==> src/rtl/pll_seq_pkg.sv <==
package pll_seq_pkg;

    localparam int REF_DIV_FW = 6;
    localparam int OUT_DIV_FW = 4;
    localparam int FB_MUL_FW  = 13;
    localparam int BW_FW      = 12;

    localparam int REF_DIV_IW = REF_DIV_FW + 1;
    localparam int OUT_DIV_IW = OUT_DIV_FW + 1;
    localparam int FB_MUL_IW  = FB_MUL_FW + 1;

    typedef struct packed {
        logic [REF_DIV_IW-1:0] ref_div;
        logic [FB_MUL_IW-1:0]  fb_mul;
        logic [OUT_DIV_IW-1:0] out_div;
    } pll_req_t;

    typedef struct packed {
        logic [REF_DIV_FW-1:0] ref_div_f;
        logic [FB_MUL_FW-1:0]  fb_mul_f;
        logic [OUT_DIV_FW-1:0] out_div_f;
        logic [BW_FW-1:0]      bw_f;
    } pll_fld_t;

    typedef enum logic [1:0] {
        MODE_SLOW   = 2'd0,
        MODE_NORMAL = 2'd1
    } pll_mode_e;

    typedef enum logic [1:0] {
        STS_OK      = 2'd0,
        STS_ILLEGAL = 2'd1,
        STS_TIMEOUT = 2'd2
    } seq_status_e;

    typedef enum logic [2:0] {
        S_IDLE,
        S_CHECK,
        S_RST_ON,
        S_WRITE,
        S_HOLD,
        S_WAIT_LOCK
    } seq_state_e;

endpackage

==> src/rtl/pll_legal_chk.sv <==
module pll_legal_chk
    import pll_seq_pkg::*;
#(
    parameter int REF_KHZ     = 24000,
    parameter int VCO_MIN_KHZ = 440000,
    parameter int VCO_MAX_KHZ = 2200000,
    parameter int OUT_MIN_KHZ = 27500,
    parameter int OUT_MAX_KHZ = 2200000
) (
    input  pll_req_t req_i,
    output logic     legal_o
);
    localparam int PW = 48;

    logic [PW-1:0] vco_num;
    logic [PW-1:0] vco_lo;
    logic [PW-1:0] vco_hi;
    logic [PW-1:0] div_prod;
    logic [PW-1:0] out_lo;
    logic [PW-1:0] out_hi;
    logic          range_ok;
    logic          parity_ok;
    logic          vco_ok;
    logic          out_ok;

    always_comb begin
        // Ratios compared by cross-multiplying, so no divider is needed
        vco_num  = PW'(REF_KHZ) * PW'(req_i.fb_mul);
        vco_lo   = PW'(VCO_MIN_KHZ) * PW'(req_i.ref_div);
        vco_hi   = PW'(VCO_MAX_KHZ) * PW'(req_i.ref_div);
        div_prod = PW'(req_i.ref_div) * PW'(req_i.out_div);
        out_lo   = PW'(OUT_MIN_KHZ) * div_prod;
        out_hi   = PW'(OUT_MAX_KHZ) * div_prod;

        range_ok = (req_i.ref_div != '0)
                && (req_i.ref_div <= REF_DIV_IW'(1 << REF_DIV_FW))
                && (req_i.fb_mul >= FB_MUL_IW'(2))
                && (req_i.fb_mul <= FB_MUL_IW'(1 << FB_MUL_FW))
                && (req_i.out_div != '0)
                && (req_i.out_div <= OUT_DIV_IW'(1 << OUT_DIV_FW));
        parity_ok = (req_i.out_div == OUT_DIV_IW'(1)) || !req_i.out_div[0];
        vco_ok    = (vco_num >= vco_lo) && (vco_num <= vco_hi);
        out_ok    = (vco_num >= out_lo) && (vco_num <= out_hi);
        legal_o   = range_ok && parity_ok && vco_ok && out_ok;
    end

endmodule

==> src/rtl/pll_field_enc.sv <==
module pll_field_enc
    import pll_seq_pkg::*;
(
    input  pll_req_t req_i,
    output pll_fld_t fld_o
);
    logic [FB_MUL_IW-1:0] half_mul;

    always_comb begin
        half_mul        = req_i.fb_mul >> 1;
        fld_o.ref_div_f = REF_DIV_FW'(req_i.ref_div - 1'b1);
        fld_o.fb_mul_f  = FB_MUL_FW'(req_i.fb_mul - 1'b1);
        fld_o.out_div_f = OUT_DIV_FW'(req_i.out_div - 1'b1);
        fld_o.bw_f      = BW_FW'(half_mul - 1'b1);
    end

endmodule

==> src/rtl/pll_us_tick.sv <==
module pll_us_tick #(
    parameter int CYC_PER_US = 100
) (
    input  logic clk,
    input  logic rst,
    input  logic en_i,
    output logic tick_o
);
    localparam int CW = (CYC_PER_US > 1) ? $clog2(CYC_PER_US) : 1;
    localparam logic [CW-1:0] LAST = CW'(CYC_PER_US - 1);

    logic [CW-1:0] cnt_q;

    always_ff @(posedge clk) begin
        if (rst || !en_i) begin
            cnt_q <= '0;
        end else if (cnt_q == LAST) begin
            cnt_q <= '0;
        end else begin
            cnt_q <= cnt_q + 1'b1;
        end
    end

    assign tick_o = en_i && (cnt_q == LAST);

    generate
        if (CYC_PER_US > 1) begin : g_spacing
            AST_TICK_NOT_EARLY: assert property (@(posedge clk) disable iff (rst)
                $rose(en_i) |-> !tick_o);
        end
    endgenerate

endmodule

==> src/rtl/pll_prog_seq.sv <==
module pll_prog_seq
    import pll_seq_pkg::*;
#(
    parameter int REF_KHZ     = 24000,
    parameter int CYC_PER_US  = 100,
    parameter int RST_HOLD_US = 10,
    parameter int LOCK_TMO_US = 1000,
    parameter int VCO_MIN_KHZ = 440000,
    parameter int VCO_MAX_KHZ = 2200000,
    parameter int OUT_MIN_KHZ = 27500,
    parameter int OUT_MAX_KHZ = 2200000
) (
    input  logic        clk,
    input  logic        rst,
    input  logic        req_i,
    input  logic [6:0]  ref_div_i,
    input  logic [13:0] fb_mul_i,
    input  logic [4:0]  out_div_i,
    output logic        ack_o,
    output logic [1:0]  status_o,
    output logic [5:0]  ref_div_fld_o,
    output logic [12:0] fb_mul_fld_o,
    output logic [3:0]  out_div_fld_o,
    output logic [11:0] bw_fld_o,
    output logic        pll_rst_o,
    output logic [1:0]  mode_o,
    input  logic        lock_i
);
    localparam int HOLD_CYC = RST_HOLD_US * CYC_PER_US;
    localparam int HW       = $clog2(HOLD_CYC + 2);
    localparam int TW       = $clog2(LOCK_TMO_US + 1);
    localparam logic [HW-1:0] HOLD_LAST = HW'(HOLD_CYC - 1);
    localparam logic [TW-1:0] TMO_LAST  = TW'(LOCK_TMO_US - 1);

    seq_state_e  state_q;
    pll_req_t    req_q;
    pll_fld_t    fld_q;
    pll_fld_t    fld_enc;
    pll_mode_e   mode_q;
    seq_status_e status_q;
    logic        ack_q;
    logic        rst_q;
    logic        legal;
    logic        us_tick;
    logic [HW-1:0] hold_cnt_q;
    logic [TW-1:0] tmo_cnt_q;

    pll_legal_chk #(
        .REF_KHZ     (REF_KHZ),
        .VCO_MIN_KHZ (VCO_MIN_KHZ),
        .VCO_MAX_KHZ (VCO_MAX_KHZ),
        .OUT_MIN_KHZ (OUT_MIN_KHZ),
        .OUT_MAX_KHZ (OUT_MAX_KHZ)
    ) u_legal (
        .req_i   (req_q),
        .legal_o (legal)
    );

    pll_field_enc u_enc (
        .req_i (req_q),
        .fld_o (fld_enc)
    );

    pll_us_tick #(
        .CYC_PER_US (CYC_PER_US)
    ) u_tick (
        .clk    (clk),
        .rst    (rst),
        .en_i   (state_q == S_WAIT_LOCK),
        .tick_o (us_tick)
    );

    always_ff @(posedge clk) begin
        if (rst) begin
            state_q    <= S_IDLE;
            req_q      <= '0;
            fld_q      <= '0;
            mode_q     <= MODE_SLOW;
            status_q   <= STS_OK;
            ack_q      <= 1'b0;
            rst_q      <= 1'b0;
            hold_cnt_q <= '0;
            tmo_cnt_q  <= '0;
        end else begin
            ack_q <= 1'b0;
            unique case (state_q)
                S_IDLE: begin
                    if (req_i) begin
                        req_q.ref_div <= ref_div_i;
                        req_q.fb_mul  <= fb_mul_i;
                        req_q.out_div <= out_div_i;
                        state_q       <= S_CHECK;
                    end
                end
                S_CHECK: begin
                    if (legal) begin
                        mode_q  <= MODE_SLOW;
                        state_q <= S_RST_ON;
                    end else begin
                        ack_q    <= 1'b1;
                        status_q <= STS_ILLEGAL;
                        state_q  <= S_IDLE;
                    end
                end
                S_RST_ON: begin
                    rst_q   <= 1'b1;
                    state_q <= S_WRITE;
                end
                S_WRITE: begin
                    fld_q      <= fld_enc;
                    hold_cnt_q <= '0;
                    state_q    <= S_HOLD;
                end
                S_HOLD: begin
                    if (hold_cnt_q == HOLD_LAST) begin
                        rst_q     <= 1'b0;
                        tmo_cnt_q <= '0;
                        state_q   <= S_WAIT_LOCK;
                    end else begin
                        hold_cnt_q <= hold_cnt_q + 1'b1;
                    end
                end
                S_WAIT_LOCK: begin
                    if (us_tick) begin
                        if (lock_i) begin
                            mode_q   <= MODE_NORMAL;
                            ack_q    <= 1'b1;
                            status_q <= STS_OK;
                            state_q  <= S_IDLE;
                        end else if (tmo_cnt_q == TMO_LAST) begin
                            ack_q    <= 1'b1;
                            status_q <= STS_TIMEOUT;
                            state_q  <= S_IDLE;
                        end else begin
                            tmo_cnt_q <= tmo_cnt_q + 1'b1;
                        end
                    end
                end
                default: state_q <= S_IDLE;
            endcase
        end
    end

    assign ack_o         = ack_q;
    assign status_o      = status_q;
    assign ref_div_fld_o = fld_q.ref_div_f;
    assign fb_mul_fld_o  = fld_q.fb_mul_f;
    assign out_div_fld_o = fld_q.out_div_f;
    assign bw_fld_o      = fld_q.bw_f;
    assign pll_rst_o     = rst_q;
    assign mode_o        = mode_q;

    // Length of the current reset pulse, watched at the ports
    logic [HW-1:0] rst_run_q;
    always_ff @(posedge clk) begin
        if (rst || !pll_rst_o) begin
            rst_run_q <= '0;
        end else if (rst_run_q != {HW{1'b1}}) begin
            rst_run_q <= rst_run_q + 1'b1;
        end
    end

    AST_SLOW_WHILE_RESET: assert property (@(posedge clk) disable iff (rst)
        pll_rst_o |-> (mode_o == MODE_SLOW));
    AST_NORMAL_AFTER_LOCK: assert property (@(posedge clk) disable iff (rst)
        ((mode_o == MODE_NORMAL) && ($past(mode_o) != MODE_NORMAL)) |-> $past(lock_i));
    AST_FIELDS_UNDER_RESET: assert property (@(posedge clk) disable iff (rst)
        !$stable({ref_div_fld_o, fb_mul_fld_o, out_div_fld_o, bw_fld_o}) |-> pll_rst_o);
    AST_RESET_HOLD_LEN: assert property (@(posedge clk) disable iff (rst)
        $fell(pll_rst_o) |-> (rst_run_q >= HW'(HOLD_CYC)));
    AST_ILLEGAL_NO_EFFECT: assert property (@(posedge clk) disable iff (rst)
        (ack_o && (status_o == STS_ILLEGAL)) |-> ($stable(mode_o) && !pll_rst_o));
    AST_TIMEOUT_STAYS_SLOW: assert property (@(posedge clk) disable iff (rst)
        (ack_o && (status_o == STS_TIMEOUT)) |-> ((mode_o == MODE_SLOW) && !pll_rst_o));
    AST_ACK_PULSE: assert property (@(posedge clk) disable iff (rst)
        ack_o |=> !ack_o);

endmodule

==> config.mk <==
export PLATFORM = sky130hd
export DESIGN_NAME = pll_prog_seq
export DESIGN_NICKNAME = d
export VERILOG_FILES = /design/src/rtl/pll_seq_pkg.sv /design/src/rtl/pll_legal_chk.sv /design/src/rtl/pll_field_enc.sv /design/src/rtl/pll_us_tick.sv /design/src/rtl/pll_prog_seq.sv
export SDC_FILE = /design/constraint.sdc
export NUM_CORES = 1
export LEC_CHECK = 0
export ABC_AREA = 1
export BUFFER_PORTS_ARGS = -buffer_cell sky130_fd_sc_hd__buf_2
export CAP_MARGIN = 15
export CORE_ASPECT_RATIO = 0.7
export CORE_MARGIN = 1
export CORE_UTILIZATION = 50
export CTS_CLUSTER_SIZE = 10
export DETAILED_ROUTE_END_ITERATION = 7
export PLACE_DENSITY_LB_ADDON = 0.15
export SYNTH_ARGS = -nofsm -noshare
export SYNTH_HDL_FRONTEND = slang
export SYNTH_HIERARCHICAL = 1
export SYNTH_SLANG_ARGS = --single-unit
==> constraint.sdc <==
create_clock -name clk -period 10.4 [get_ports clk]
set_input_delay 0 -clock clk [delete_from_list [all_inputs] [get_ports clk]]
set_output_delay 0 -clock clk [all_outputs]
set_load 0.02 [all_outputs]
==> impl_metrics.json <==
{
  "cp.arrival_ns": 9.98,
  "antenna_found_initial": 0,
  "numCtsBuffers": 9,
  "setup_viol": 0,
  "finalHoldViolations": 0,
  "area_delta_synth_final_pct": 7.97,
  "end_kind": "flop",
  "htreeDepth": 3,
  "final_nets": 3382,
  "layout_min_cycle_time_ns": 9.74,
  "routed_via_density": 5.26,
  "rsz0062_at_grt": "no",
  "grt_usage_pct": 27.5,
  "core_region_area_um2": 39800,
  "boundaryPins": 71,
  "routedWlPerCell_um": 16.8,
  "syn_inst": 2628,
  "worstReg2RegStart": "req_q[4]",
  "path_buf_inv": 6,
  "grt_max_degree": 64,
  "dieArea_um2": 41300,
  "cp_top_family": "adder cells",
  "relSlewSlack_pct": 36.3,
  "r2r_slack_ns": 0.66,
  "worst_slew_pin_slew_ns": 0.949,
  "synth_edf_count": 0,
  "die_w_um": 242,
  "multi_input_area_um2": 16000,
  "crit_type": "flop to flop",
  "floorplan.initialDensity_pct": 50.9,
  "synth_warnings": 6,
  "layout-drive-gt1-share_pct": 6.93,
  "insertion_delay_ns": 0.36,
  "cp_max_fo": 10,
  "min_to": "ack_o",
  "die_h_um": 170,
  "regArea_um2": 1930,
  "critPathSlowestCell": "fa_1",
  "fmax_ghz": 0.103,
  "path_clk_slew_ns": 0.07,
  "fin_worst_skew_ns": 0.0114,
  "drcViolationCount": 0,
  "ys_seq_area_share_pct": 9.50,
  "async_reset_ff_share_pct": 0,
  "holdPathStages": 2,
  "synth_area_per_cell_um2": 7.70,
  "reg2regPathDepth": 45,
  "syn_nets": 3289,
  "grt_pass1_vias": 17022,
  "gp_congestion": 0.925,
  "synthFlopType": "dfxtp_1",
  "cts_buffer_depth": 2,
  "wirelength_mm": 54.8,
  "drt_iter0_drc": 1290,
  "rows": 61,
  "cp.required_ns": 10.64,
  "n_antenna_cell": 0,
  "synth.distinct_cells": 60,
  "first_pass_iters": 7,
  "cts_sinks": 96,
  "drv_cap": 0,
  "grt_pass1_wl_mm": 90.5,
  "outcome": "completed",
  "vias": 17162,
  "syn-cell-area_um2": 20200,
  "port_buffers": 69,
  "r2r-end": "status_o[0]",
  "cts_root_buffer": "clkbuf_16",
  "cts_tree": "yes",
  "drv_slew": 0,
  "tns_ns": 0,
  "synth-seq-cells": 96,
  "cpPeakStageDelay_ns": 0.55,
  "dp.final_hpwl_mm": 47.0,
  "crit_path_start_kind": "flop",
  "period_share_pct": 93.6,
  "hold_path_class": "input pin to flop",
  "grt-ovfl-total": 0,
  "worstHoldStart": "rst",
  "nFillCells": 3823,
  "ant_nets": 0
}
[state kept, by name (all words and copies together) (netlist names)]
name / cells
req_q: 26
fb_mul_fld_o: 13
bw_fld_o: 12
hold_cnt_q: 10
tmo_cnt_q: 10
u_tick/cnt_q: 7
ref_div_fld_o: 6
out_div_fld_o: 4
state_q: 3
status_o: 2
ack_o: 1
mode_o: 1
pll_rst_o: 1
[cell type report]
type | instances | share of cell area, %
multi-input cells | 1921 | 73.4
clock buffers | 10 | 1.09
well taps | 535 | 3.06
clock inverters | 6 | 0.304
repair buffers | 111 | 3.28
inverters | 582 | 10.0
flip-flops and latches | 96 | 8.82
[worst max path at each step]
stage	from	end	slack, ns	cells past startpoint
after CTS	req_q[4]	status_o[0]	0.29	42
after global routing	req_q[4]	status_o[0]	0.02	46
after floorplan	req_q[19]	status_o[0]	1.23	44
final	req_q[4]	status_o[0]	0.66	45
after global placement	req_q[2]	status_o[1]	0.56	42
after detailed placement	req_q[4]	status_o[0]	0.37	42
[per-stage QoR]
stage | worst slack, ns | utilization (%) | hold WS (ns) | instance area (µm²) | cells
detailed placement | 0.368 | 53.5 | 0.294 | 21300 | 3220
finish | 0.663 | 54.9 | 0.0207 | 21800 | 3261
global route | 0.0168 | 54.9 | 0.0251 | 21800 | 3261
CTS | 0.293 | 54.8 | 0.00153 | 21800 | 3258
global placement | 0.562 | 53.5 | 0.280 | 21300 | 3220
floorplan | 1.23 | - | 0.0691 | 20200 | 2628
[per-layer routing]
layer	part of all wire [%]	up-vias	global-route usage (%)	wire [µm]
li1	-	8511	-	-
met1	52	8106	42.2	28400
met2	40	500	41.0	22200
met3	6.5	45	3.31	3560
met4	1.4	0	5.20	771
met5	0	-	0	0
[Yosys cell counts (2+ instances only)]
master    instances  area, µm²
nand2_4           2       22.5
o31ai_1           3       22.5
nor2_2            5       31.3
nand2_2          11       68.8
clkinv_1          2       7.51
nor3b_1           2       15.0
xnor2_1          45        394
nand4_1          26        163
a21oi_2          10       87.6
nor2_1          210        788
a21o_1            6       45.0
o211ai_2          3       37.5
buf_2             2       10.0
o21bai_2          2       22.5
and3_1            3       18.8
ha_1            435       5440
nand3_1          92        460
or2_2             7       43.8
o21ai_2           6       52.6
o21ai_0         104        521
a21oi_1         177        886
a31oi_1          12       75.1
o211ai_1          3       22.5
nand2_1         391       1470
a21boi_1          3       22.5
and2_1            2       12.5
nand4_2           2       25.0
fa_1            196       3920
xor2_1           79        692
dfxtp_1          96       1920
or2_0             2       12.5
nor4_1            9       56.3
inv_1           568       2130
nor3_1           16       80.1
a211oi_1          2       15.0
o21ai_1          12       60.1
nand3_2           4       40.0
o21a_1            4       30.0
nand3b_1          9       67.6
clkbuf_1         25       93.8
o21bai_1         11       82.6
inv_2            11       41.3
[layout by cell type (no fill, tap or decap), types with 4 or more instances in the layout]
cell type,count
clkbuf_16,9
nand3b_1,9
nor2_2,5
dfxtp_2,4
a31oi_1,12
ha_1,435
nor4_1,7
nor2_1,210
xor2_1,78
o21bai_1,11
nand2_1,391
a21o_1,6
nand4_1,26
nand3_2,5
fa_1,196
nand2_2,11
dlygate4sd3_1,22
inv_2,12
or2_2,7
a21oi_1,177
buf_4,20
xnor2_1,44
inv_1,566
dfxtp_1,92
nand3_1,91
buf_2,69
a21oi_2,9
nor3_1,16
o21ai_0,103
o21a_1,4
o21ai_2,6
o21ai_1,13
[timing repair]
| action | in CTS | in global routing |
|---|---|---|
| setup endpoints to repair | 0 | 5 |
| hold endpoints to repair | 22 | 0 |
| resized for setup | 0 | 11 |
| hold buffers | 22 | 0 |
| buffers inserted | 0 | 3 |
[kinds of logic (layout without fill, tap and decap cells)]
logic type / count (synthesis) / after routing / synth area share, %
muxes: 1 / 1 / 0.0557
other: 1 / 1 / 0.0185
buffers and inverters: 611 / 709 / 11.4
AOI/OAI and AO/OA: 365 / 365 / 10.2
DFF: 96 / 96 / 9.50
adders and majority gates: 631 / 631 / 46.3
and+or+nand+nor: 797 / 797 / 16.9
xor gates and xnor gates: 126 / 126 / 5.59
[worst reg2reg max path: cells and delay by family (launching register included)]
family                   cells  cell delay [ns]
adder cells (fa/ha/maj)     11             4.56
AO/OA/AOI/OAI               10             1.91
AND/OR/NAND/NOR             15             1.60
buffers and inverters        6             0.65
XOR/XNOR                     3             0.46
flip-flops                   1             0.43
Power is not shown: default switching activity piles up to over one toggle a cycle in this logic, so the estimate is an artifact.
